**src/rtl/nand_hecc_pkg.sv**
```systemverilog
package nand_hecc_pkg;

   typedef enum logic [1:0] {
      ECC_OFF   = 2'b00,
      ECC_ACCUM = 2'b01,
      ECC_DUMP  = 2'b10,
      ECC_CLEAR = 2'b11
   } ecc_mode_e;

   localparam int ECC_FIELD_W = 2;
   localparam int CODE_BYTES  = 3;

endpackage

```
**src/rtl/nand_hecc_lane.sv**
```systemverilog
module nand_hecc_lane #(
   parameter int DATA_W = 8,
   parameter int IDX_W  = 8
) (
   input  logic                            clk,
   input  logic                            rst_n,
   input  logic                            clr,
   input  logic                            upd,
   input  logic [IDX_W-1:0]                idx,
   input  logic [DATA_W-1:0]               din,
   output logic [3*DATA_W-1:0]             code
);
   localparam int LP_W  = 2 * IDX_W;
   localparam int CPB   = $clog2(DATA_W);
   localparam int CP_W  = 2 * CPB;
   localparam int PAD_W = 2 * DATA_W;

   function automatic logic [DATA_W-1:0] pos_mask(input int j, input bit hi);
      logic [DATA_W-1:0] m;
      for (int b = 0; b < DATA_W; b++) begin
         m[b] = ((((b >> j) & 1) != 0) == hi);
      end
      return m;
   endfunction

   logic [LP_W-1:0]   lp_q;
   logic [LP_W-1:0]   lp_flip;
   logic [DATA_W-1:0] col_q;
   logic [CP_W-1:0]   cp;
   logic [PAD_W-1:0]  lp_pad;
   logic              row_par;

   assign row_par = ^din;

   for (genvar k = 0; k < IDX_W; k++) begin : g_line
      assign lp_flip[2*k+1] = row_par &  idx[k];
      assign lp_flip[2*k]   = row_par & ~idx[k];
   end

   always_ff @(posedge clk) begin
      if (!rst_n || clr) begin
         lp_q  <= '0;
         col_q <= '0;
      end else if (upd) begin
         lp_q  <= lp_q ^ lp_flip;
         col_q <= col_q ^ din;
      end
   end

   for (genvar j = 0; j < CPB; j++) begin : g_col
      localparam logic [DATA_W-1:0] M_HI = pos_mask(j, 1'b1);
      localparam logic [DATA_W-1:0] M_LO = pos_mask(j, 1'b0);
      assign cp[2*j+1] = ^(col_q & M_HI);
      assign cp[2*j]   = ^(col_q & M_LO);
   end

   if (LP_W == PAD_W) begin : g_full
      assign lp_pad = lp_q;
   end else begin : g_short
      assign lp_pad = {{(PAD_W-LP_W){1'b0}}, lp_q};
   end

   assign code = {~cp, {(DATA_W-CP_W){1'b1}}, ~lp_pad};

endmodule

```
**src/rtl/nand_hecc_dump.sv**
```systemverilog
module nand_hecc_dump #(
   parameter int DATA_W     = 8,
   parameter int NUM_CHUNKS = 2
) (
   input  logic                              clk,
   input  logic                              rst_n,
   input  logic                              active,
   input  logic                              step,
   input  logic [NUM_CHUNKS*3*DATA_W-1:0]    codes,
   output logic [1:0]                        sub_q,
   output logic [$clog2(NUM_CHUNKS)-1:0]     chk_q,
   output logic [DATA_W-1:0]                 byte_out
);
   localparam int CH_W   = $clog2(NUM_CHUNKS);
   localparam int CODE_W = 3 * DATA_W;
   localparam logic [CH_W-1:0] LAST_CHK = CH_W'(NUM_CHUNKS - 1);

   logic [CODE_W-1:0] cur;

   always_ff @(posedge clk) begin
      if (!rst_n || !active) begin
         sub_q <= 2'd0;
         chk_q <= '0;
      end else if (step) begin
         if (sub_q == 2'd2) begin
            sub_q <= 2'd0;
            chk_q <= (chk_q == LAST_CHK) ? '0 : chk_q + 1'b1;
         end else begin
            sub_q <= sub_q + 2'd1;
         end
      end
   end

   assign cur = codes[int'(chk_q)*CODE_W +: CODE_W];

   always_comb begin
      unique case (sub_q)
         2'd0:    byte_out = cur[2*DATA_W-1:DATA_W];
         2'd1:    byte_out = cur[DATA_W-1:0];
         default: byte_out = cur[3*DATA_W-1:2*DATA_W];
      endcase
   end

endmodule

```
**src/rtl/nand_hecc_accum.sv**
```systemverilog
module nand_hecc_accum
   import nand_hecc_pkg::*;
#(
   parameter int DATA_W      = 8,
   parameter int CHUNK_BYTES = 256,
   parameter int NUM_CHUNKS  = 2,
   parameter int CTRL_W      = 8,
   parameter int MODE_LSB    = 5
) (
   input  logic              clk,
   input  logic              rst_n,
   input  logic [CTRL_W-1:0] ctrl_mode,
   input  logic              xfer_valid,
   input  logic [DATA_W-1:0] xfer_byte,
   input  logic              dreg_rd,
   output logic              ecc_sel,
   output logic [DATA_W-1:0] ecc_byte
);
   localparam int IDX_W  = $clog2(CHUNK_BYTES);
   localparam int CH_W   = $clog2(NUM_CHUNKS);
   localparam int CNT_W  = IDX_W + CH_W;
   localparam int CODE_W = CODE_BYTES * DATA_W;

   if (DATA_W != 8) begin : g_bad_width
      $error("nand_hecc_accum: DATA_W must be 8");
   end
   if ((CHUNK_BYTES < 2) || (CHUNK_BYTES > 256) || ((1 << IDX_W) != CHUNK_BYTES)) begin : g_bad_chunk
      $error("nand_hecc_accum: CHUNK_BYTES must be a power of two up to 256");
   end
   if ((NUM_CHUNKS < 2) || ((1 << CH_W) != NUM_CHUNKS)) begin : g_bad_count
      $error("nand_hecc_accum: NUM_CHUNKS must be a power of two of at least 2");
   end
   if (MODE_LSB + ECC_FIELD_W > CTRL_W) begin : g_bad_field
      $error("nand_hecc_accum: mode field outside the control word");
   end

   ecc_mode_e                 mode;
   logic                      clr;
   logic                      acc_en;
   logic [CNT_W-1:0]          byte_cnt;
   logic [CH_W-1:0]           chunk_idx;
   logic [NUM_CHUNKS*CODE_W-1:0] codes;
   logic [1:0]                sub_q;
   logic [CH_W-1:0]           chk_q;

   assign mode      = ecc_mode_e'(ctrl_mode[MODE_LSB +: ECC_FIELD_W]);
   assign clr       = (mode == ECC_CLEAR);
   assign acc_en    = (mode == ECC_ACCUM) && xfer_valid;
   assign ecc_sel   = (mode == ECC_DUMP);
   assign chunk_idx = byte_cnt[CNT_W-1:IDX_W];

   always_ff @(posedge clk) begin
      if (!rst_n || clr) begin
         byte_cnt <= '0;
      end else if (acc_en) begin
         byte_cnt <= byte_cnt + 1'b1;
      end
   end

   for (genvar g = 0; g < NUM_CHUNKS; g++) begin : g_lane
      nand_hecc_lane #(
         .DATA_W (DATA_W),
         .IDX_W  (IDX_W)
      ) u_lane (
         .clk   (clk),
         .rst_n (rst_n),
         .clr   (clr),
         .upd   (acc_en && (chunk_idx == CH_W'(g))),
         .idx   (byte_cnt[IDX_W-1:0]),
         .din   (xfer_byte),
         .code  (codes[g*CODE_W +: CODE_W])
      );
   end

   nand_hecc_dump #(
      .DATA_W     (DATA_W),
      .NUM_CHUNKS (NUM_CHUNKS)
   ) u_dump (
      .clk      (clk),
      .rst_n    (rst_n),
      .active   (ecc_sel),
      .step     (dreg_rd),
      .codes    (codes),
      .sub_q    (sub_q),
      .chk_q    (chk_q),
      .byte_out (ecc_byte)
   );

endmodule

```
**config.mk**
```make
export PLATFORM = sky130hd
export DESIGN_NAME = nand_hecc_accum
export DESIGN_NICKNAME = d
export VERILOG_FILES = /design/src/rtl/nand_hecc_pkg.sv /design/src/rtl/nand_hecc_lane.sv /design/src/rtl/nand_hecc_dump.sv /design/src/rtl/nand_hecc_accum.sv
export SDC_FILE = /design/constraint.sdc
export NUM_CORES = 1
export LEC_CHECK = 0
export BUFFER_PORTS_ARGS = -buffer_cell sky130_fd_sc_hd__buf_2
export CORE_UTILIZATION = 60
export DETAILED_ROUTE_END_ITERATION = 10
export PLACE_DENSITY = 0.8
export SYNTH_ARGS = -nofsm -noshare
export SYNTH_HDL_FRONTEND = slang
export SYNTH_HIERARCHICAL = 1
export SYNTH_SLANG_ARGS = --single-unit
export TNS_END_PERCENT = 1
```
**constraint.sdc**
```tcl
create_clock -name clk -period 3.6 [get_ports clk]
set_input_delay 0.18 -clock clk [delete_from_list [all_inputs] [get_ports clk]]
set_output_delay 0.18 -clock clk [all_outputs]
set_load 0.005 [all_outputs]
```
==> impl_metrics.py, run 1 <==
metrics = {
    "cells_and_area": {
        "final_layout_size_suffix_gt1_share_pct": 11.4,
        "area_growth_pct": 6.34,
        "antenna_cells": 0,
        "fillers": 476,
        "multi_input_area_um2": 2060,
        "final_nets": 456,
        "regArea_um2": 1200,
    },
    "global_routing": {
        "antenna_found_initial": 0,
        "grt_pass1_vias": 2719,
        "globalRouteTotalUtil_pct": 27.8,
        "grt_pass1_wl_um": 13100,
        "grt_max_degree": 33,
        "grt-ovfl-total": 0,
    },
    "sta": {
        "fmax_mhz": 414,
        "hold_violations": 0,
        "fin_tns_setup_ns": 0,
        "setup_ws_ns": 1.19,
        "timing.final.crit_share_pct": 67.0,
        "rsz0062_at_grt": "false",
        "setup_violations": 0,
        "report.final.slew_viol_count": 0,
        "min_period_ns": 2.41,
        "slew_headroom_pct": 20.4,
        "skew_ns": 0.00531,
        "timing.hold.ws_ns": 0.155,
        "tightest_slew_ns": 1.19,
    },
    "routing": {
        "wl_per_cell_um": 15.6,
        "vias": 3006,
        "drtIter0Drc": 191,
        "ant_nets": 0,
        "drt-vias-per-instance": 5.88,
        "wl_um": 7950,
        "dr.pass1.iters": 4,
        "drc_errors": 0,
    },
    "synth": {
        "seq_area_frac_synth_pct": 33.8,
        "yosysTopAreaCell": "dfxtp_1",
        "synthCells": 427,
        "ys.warnings.count": 6,
        "ys_types": 38,
        "synth_edf_count": 0,
        "async_flop_share_pct": 0,
        "synth_common_cells": "dfxtp_1 (60), nand2_1 (54), xnor2_1 (44)",
        "synth-seq-cells": 60,
        "synth_most_common_cell": "dfxtp_1",
        "avgSynthCellArea_um2": 8.32,
        "synth_ff_type": "dfxtp_1",
        "syn_area_um2": 3550,
        "synth_top_cells_by_area": "dfxtp_1 (34%), xnor2_1 (11%), nand2_1 (5.7%)",
        "yosysTopAreaCellShare_pct": 33.8,
    },
    "worst_hold_path": {
        "hp-class": "input port to flop",
    },
    "critical_path": {
        "cpPeakStageDelay_ns": 1.00,
        "worst_ep_arrival_time_ns": 2.23,
        "crit_chain": "and2b_2, a211oi_1, a221oi_1, buf_2",
        "cp-startpoint": "u_dump/sub_q[0]$_SDFFE_PP0P_",
        "ff2ff_path_depth": 3,
        "start_kind": "flop",
        "path_class": "flop to primary output",
        "critPathTopFamily": "flip-flops",
        "critPathSlowestCell": "dfxtp_1",
        "cp.required_ns": 3.42,
        "crit_path_max_fanout": 26,
        "crit_cells": 4,
        "endpoint_kind": "primary output",
        "cp-endpoint": "ecc_byte[7]",
        "cp.buffers_inverters": 1,
        "regToRegSetupSlack_ns": 1.79,
        "r2r-end": "byte_cnt[8]$_SDFFE_PP0P_",
        "r2r_start": "byte_cnt[2]$_SDFFE_PP0P_",
    },
    "run": {
        "maxCapViolations": 0,
    },
    "placement": {
        "pre_cts_slack_ns": 1.45,
        "numPortBuffers": 22,
        "place.gp.congestion": 0.875,
        "place_hpwl_um": 5440,
    },
    "clock_network": {
        "root_buffer": "clkbuf_8",
        "cts_max_level": 3,
        "clkLatencyLatePin_ns": 0.34,
        "cts_setup_buffers": 0,
        "cts_hold_buf": 0,
        "cts_tree": "yes",
        "cts_resized": 0,
        "cts.sinks": 60,
        "cts.reportedPaths.clkPinSlew_ns": 0.06,
        "cts_buffer_depth": 2,
        "cts_buffers": 9,
    },
    "die": {
        "fp.coreArea_um2": 5610,
        "initial_utilization_pct": 63.3,
        "dieWidth_um": 78.9,
        "dieArea_um2": 6230,
        "rows": 27,
        "ioPinCount": 29,
        "dieHeight_um": 78.9,
    },
    "power_and_ir_drop": {
        "power_density_nw_per_um2": 374,
        "peakVddDrop_mv": 0.282,
        "p_leak_nw": 1.15,
    },
    "run_status": {
        "status": "finished, final reports clean",
    },
}
## state kept, by name, indices dropped and copies added, names as in the netlist
register	count
byte_cnt	9
g_lane.u_lane/col_q	16
g_lane.u_lane/lp_pad	32
u_dump/chk_q	1
u_dump/sub_q	2
## cells in the final DEF (no fill, tap or decap), drive strengths merged, types with 13 or more instances in the layout
cell,instances
dfxtp,60
nand2,54
xnor2,44
inv,35
buf,24
a21oi,23
nor2,21
o21ai,20
or3,18
mux2i,17
xor2,17
o311ai,16
o41ai,16
clkbuf,13
## worst register-to-register path, cell delays in order (launching register included)
cell      delay [ns]
dfxtp_1         0.55
nand4b_1        0.41
or4_1           0.62
a21oi_1         0.16
## worst min path at each step
stage | slack (ns) | cells after the start | to | from
after global placement | 0.47 | 2 | g_lane[0].u_lane/lp_pad[11]$_SDFFE_PP0P_ | g_lane[0].u_lane/lp_pad[11]$_SDFFE_PP0P_
after floorplan | 0.31 | 1 | byte_cnt[0]$_SDFFE_PP0P_ | rst_n
after global routing | 0.17 | 3 | u_dump/sub_q[0]$_SDFFE_PP0P_ | dreg_rd
final | 0.16 | 3 | u_dump/sub_q[0]$_SDFFE_PP0P_ | dreg_rd
after detailed placement | 0.48 | 2 | g_lane[0].u_lane/lp_pad[15]$_SDFFE_PP0P_ | g_lane[0].u_lane/lp_pad[15]$_SDFFE_PP0P_
after CTS | 0.13 | 3 | u_dump/sub_q[0]$_SDFFE_PP0P_ | dreg_rd
## final cells by class
cell class,count,area share [%]
multi-input combinational,305,54.6
sequential,60,31.8
clock buffer,13,4.21
inverter,35,3.48
timing repair buffer,24,3.31
tap,72,2.38
clock inverter,2,0.265
## routing by layer
layer | up-vias | part of all wire (%) | global-route usage [%]
met4 | 0 | 1.9 | 10.9
met5 | - | 0 | 0
met1 | 1438 | 46 | 35.5
met2 | 59 | 48 | 44.7
met3 | 14 | 3.7 | 7.47
li1 | 1495 | - | -
## metrics by stage
stage	power (mW)	utilization, %	instances	area (um^2)
2_1_floorplan	0.878	-	429	3560
3_3_place_gp	0.886	64.3	496	3610
3_5_place_dp	0.892	64.3	496	3610
4_1_cts	1.42	67.4	511	3780
5_1_grt	1.48	67.4	511	3780
6_report	1.41	67.4	511	3780
## where the power goes
part | leakage [nW] | switching (mW) | total [mW] | internal [mW]
Combinational | 0.574 | 0.141 | 0.200 | 0.0597
Sequential | 0.484 | 0.0102 | 0.682 | 0.672
Clock | 0.0893 | 0.249 | 0.531 | 0.282
## logic make-up (layout without fill, tap and decap cells)
| kind of cell | count (synthesis) | count (layout) | synth area share [%] |
|---|---|---|---|
| compound gates | 96 | 96 | 18.7 |
| xor+xnor | 61 | 61 | 15.0 |
| fa+ha+maj | 1 | 1 | 0.352 |
| buf+inv | 64 | 74 | 8.81 |
| flops | 60 | 60 | 33.8 |
| mux | 20 | 20 | 5.74 |
| other cells | 2 | 4 | 0.211 |
| simple gates | 123 | 123 | 17.3 |
(Power assumes the default switching activity.)
==> inputs of run 2 (changes only) <==
--- a/config.mk
+++ b/config.mk
@@ -6,9 +6,9 @@
 export NUM_CORES = 1
 export LEC_CHECK = 0
 export BUFFER_PORTS_ARGS = -buffer_cell sky130_fd_sc_hd__buf_2
-export CORE_UTILIZATION = 60
+export CORE_UTILIZATION = 54
 export DETAILED_ROUTE_END_ITERATION = 10
-export PLACE_DENSITY = 0.8
+export PLACE_DENSITY = 0.76
 export SYNTH_ARGS = -nofsm -noshare
 export SYNTH_HDL_FRONTEND = slang
 export SYNTH_HIERARCHICAL = 1
==> constraint.sdc (replaced) <==
create_clock -name clk -period 2 [get_ports clk]
set_input_delay 0.1 -clock clk [delete_from_list [all_inputs] [get_ports clk]]
set_output_delay 0.1 -clock clk [all_outputs]
set_load 0.005 [all_outputs]
==> impl_metrics.py, run 2 (synthesis gave the netlist of run 1 again) <==
metrics = {
    "run_status": {
        "status": "finished, final reports clean",
    },
    "clock_network": {
        "cts_buffers": 9,
        "cts_max_level": 3,
        "cts_hold_buf": 0,
        "cts_tree": "yes",
        "clkLatencyLatePin_ns": 0.35,
        "cts.sinks": 60,
        "root_buffer": "clkbuf_8",
        "cts.reportedPaths.clkPinSlew_ns": 0.06,
        "cts_buffer_depth": 2,
    },
    "die": {
        "initial_utilization_pct": 55.9,
        "rows": 29,
        "ioPinCount": 29,
        "dieWidth_um": 83.1,
        "dieArea_um2": 6910,
        "fp.coreArea_um2": 6350,
        "dieHeight_um": 83.1,
    },
    "routing": {
        "drt-vias-per-instance": 5.66,
        "wl_per_cell_um": 15.1,
        "vias": 3030,
        "drtIter0Drc": 162,
        "ant_nets": 0,
        "dr.pass1.iters": 4,
        "wl_um": 8080,
        "drc_errors": 0,
    },
    "global_routing": {
        "grt-ovfl-total": 0,
        "grt_pass1_wl_um": 13100,
        "globalRouteTotalUtil_pct": 23.8,
        "antenna_found_initial": 0,
        "grt_max_degree": 33,
        "grt_pass1_vias": 2810,
    },
    "worst_hold_path": {
        "hp-class": "input port to flop",
    },
    "critical_path": {
        "crit_path_max_fanout": 3,
        "start_kind": "flop",
        "cpPeakStageDelay_ns": 0.43,
        "regToRegSetupSlack_ns": 0.19,
        "path_class": "flop to primary output",
        "worst_ep_arrival_time_ns": 1.83,
        "cp.required_ns": 1.90,
        "critPathTopFamily": "compound AO/OA/AOI/OAI gates",
        "critPathSlowestCell": "a221oi_1",
        "cpMostUsedCell": "xnor2_1",
        "crit_chain": "xnor2_1, xnor2_1, mux2i_1, a221oi_1, buf_2",
        "cp.buffers_inverters": 1,
        "endpoint_kind": "primary output",
    },
    "placement": {
        "place.gp.congestion": 0.821,
        "dp_cells": 519,
        "place_hpwl_um": 5580,
        "numPortBuffers": 22,
    },
    "cells_and_area": {
        "layoutNonFillerInstCount": 535,
        "final_nets": 474,
        "final_util_pct": 63.3,
        "final_layout_size_suffix_gt1_share_pct": 15.9,
        "area_growth_pct": 13.1,
        "fillers": 523,
        "antenna_cells": 0,
        "final_cell_mix": "dfxtp_1 (59), nand2_1 (54), xnor2_1 (39)",
        "final_common_cell": "dfxtp_1",
        "largest_reg_flops": 32,
    },
    "power_and_ir_drop": {
        "switching_share_pct": 26.1,
        "peakVddDrop_mv": 0.783,
        "power_density_nw_per_um2": 735,
        "internal_power_mw": 2.18,
        "p_leak_nw": 1.27,
        "combPwrFrac_pct": 14.4,
        "clkPwrFrac_pct": 44.2,
        "pwr-share-seq_pct": 41.4,
        "p_switching_mw": 0.771,
    },
    "sta": {
        "rsz0062_at_grt": "true",
        "fmax_mhz": 519,
        "fin_tns_setup_ns": 0,
        "timing.final.crit_share_pct": 96.3,
        "timing.hold.ws_ns": 0.0640,
        "slew_headroom_pct": 20.9,
        "skew_ns": 0.0125,
        "min_period_ns": 1.93,
        "tightest_slew_ns": 1.18,
        "setup_violations": 0,
        "report.final.slew_viol_count": 0,
        "hold_violations": 0,
    },
    "run": {
        "maxCapViolations": 0,
    },
}
==> run 2: cell count changes in the layout (fill, tap and decap cells not counted), sizes merged <==
cell / previous run / this run
bufinv: 0 / 3
buf: 24 / 42
clkbuf: 13 / 11
==> run 2: worst reg2reg max path, stage by stage (launching register included) <==
cell and delay [ns]:
dfxtp_1 0.56, nand4b_1 0.40, or4_1 0.61, a21oi_1 0.17
==> run 2: through the flow <==
step	worst slack (ns)	total power, mW	cell area [um^2]
6_report	0.0735	2.95	4020
5_1_grt	-0.0287	3.07	4020
2_1_floorplan	0.436	1.58	3560
3_3_place_gp	-0.00217	1.64	3750
3_5_place_dp	-0.0958	1.65	3750
4_1_cts	0.0257	2.95	3980
==> run 2: timing repair <==
action,4_1_cts,5_1_grt
gates resized for setup,0,5
buffers inserted,0,0
setup endpoints to repair,0,7
==> run 2: worst paths after layout <==
check	start	end	depth (start not counted)
max	g_lane[0].u_lane/col_q[0]$_SDFFE_PP0P_	ecc_byte[6]	5
max reg2reg	byte_cnt[2]$_SDFFE_PP0P_	byte_cnt[8]$_SDFFE_PP0P_	3
min	dreg_rd	u_dump/sub_q[0]$_SDFFE_PP0P_	3
min reg2reg	g_lane[0].u_lane/lp_pad[1]$_SDFFE_PP0P_	g_lane[0].u_lane/lp_pad[1]$_SDFFE_PP0P_	2
==> run 2: layout make-up <==
class                           count  area [um^2]  share of cell area, %
Clock buffer                       11          131                   3.27
Clock inverter                      5          100                   2.49
Inverter                           35          131                   3.27
Multi-Input combinational cell    305         2090                   52.1
Sequential cell                    60         1200                   29.9
Tap cell                           77         96.3                   2.40
Timing Repair Buffer               42          260                   6.48
==> run 2: metal layers <==
| layer | vias to the layer above | track usage, % | part of all wire (%) |
|---|---|---|---|
| met5 | - | 0 | 0 |
| met4 | 0 | 8.78 | 1.7 |
| met3 | 13 | 6.26 | 4.1 |
| met2 | 69 | 39.4 | 50 |
| met1 | 1424 | 29.7 | 45 |
| li1 | 1524 | - | - |
==> run 2: power groups by stage <==
stage / logic (mW) / clock network (mW) / registers [mW]
finish: 0.424 / 1.30 / 1.22
CTS: 0.403 / 1.33 / 1.22
detailed placement: 0.399 / 0 / 1.25
global route: 0.464 / 1.38 / 1.22
global placement: 0.393 / 0 / 1.25
floorplan: 0.335 / 0 / 1.25
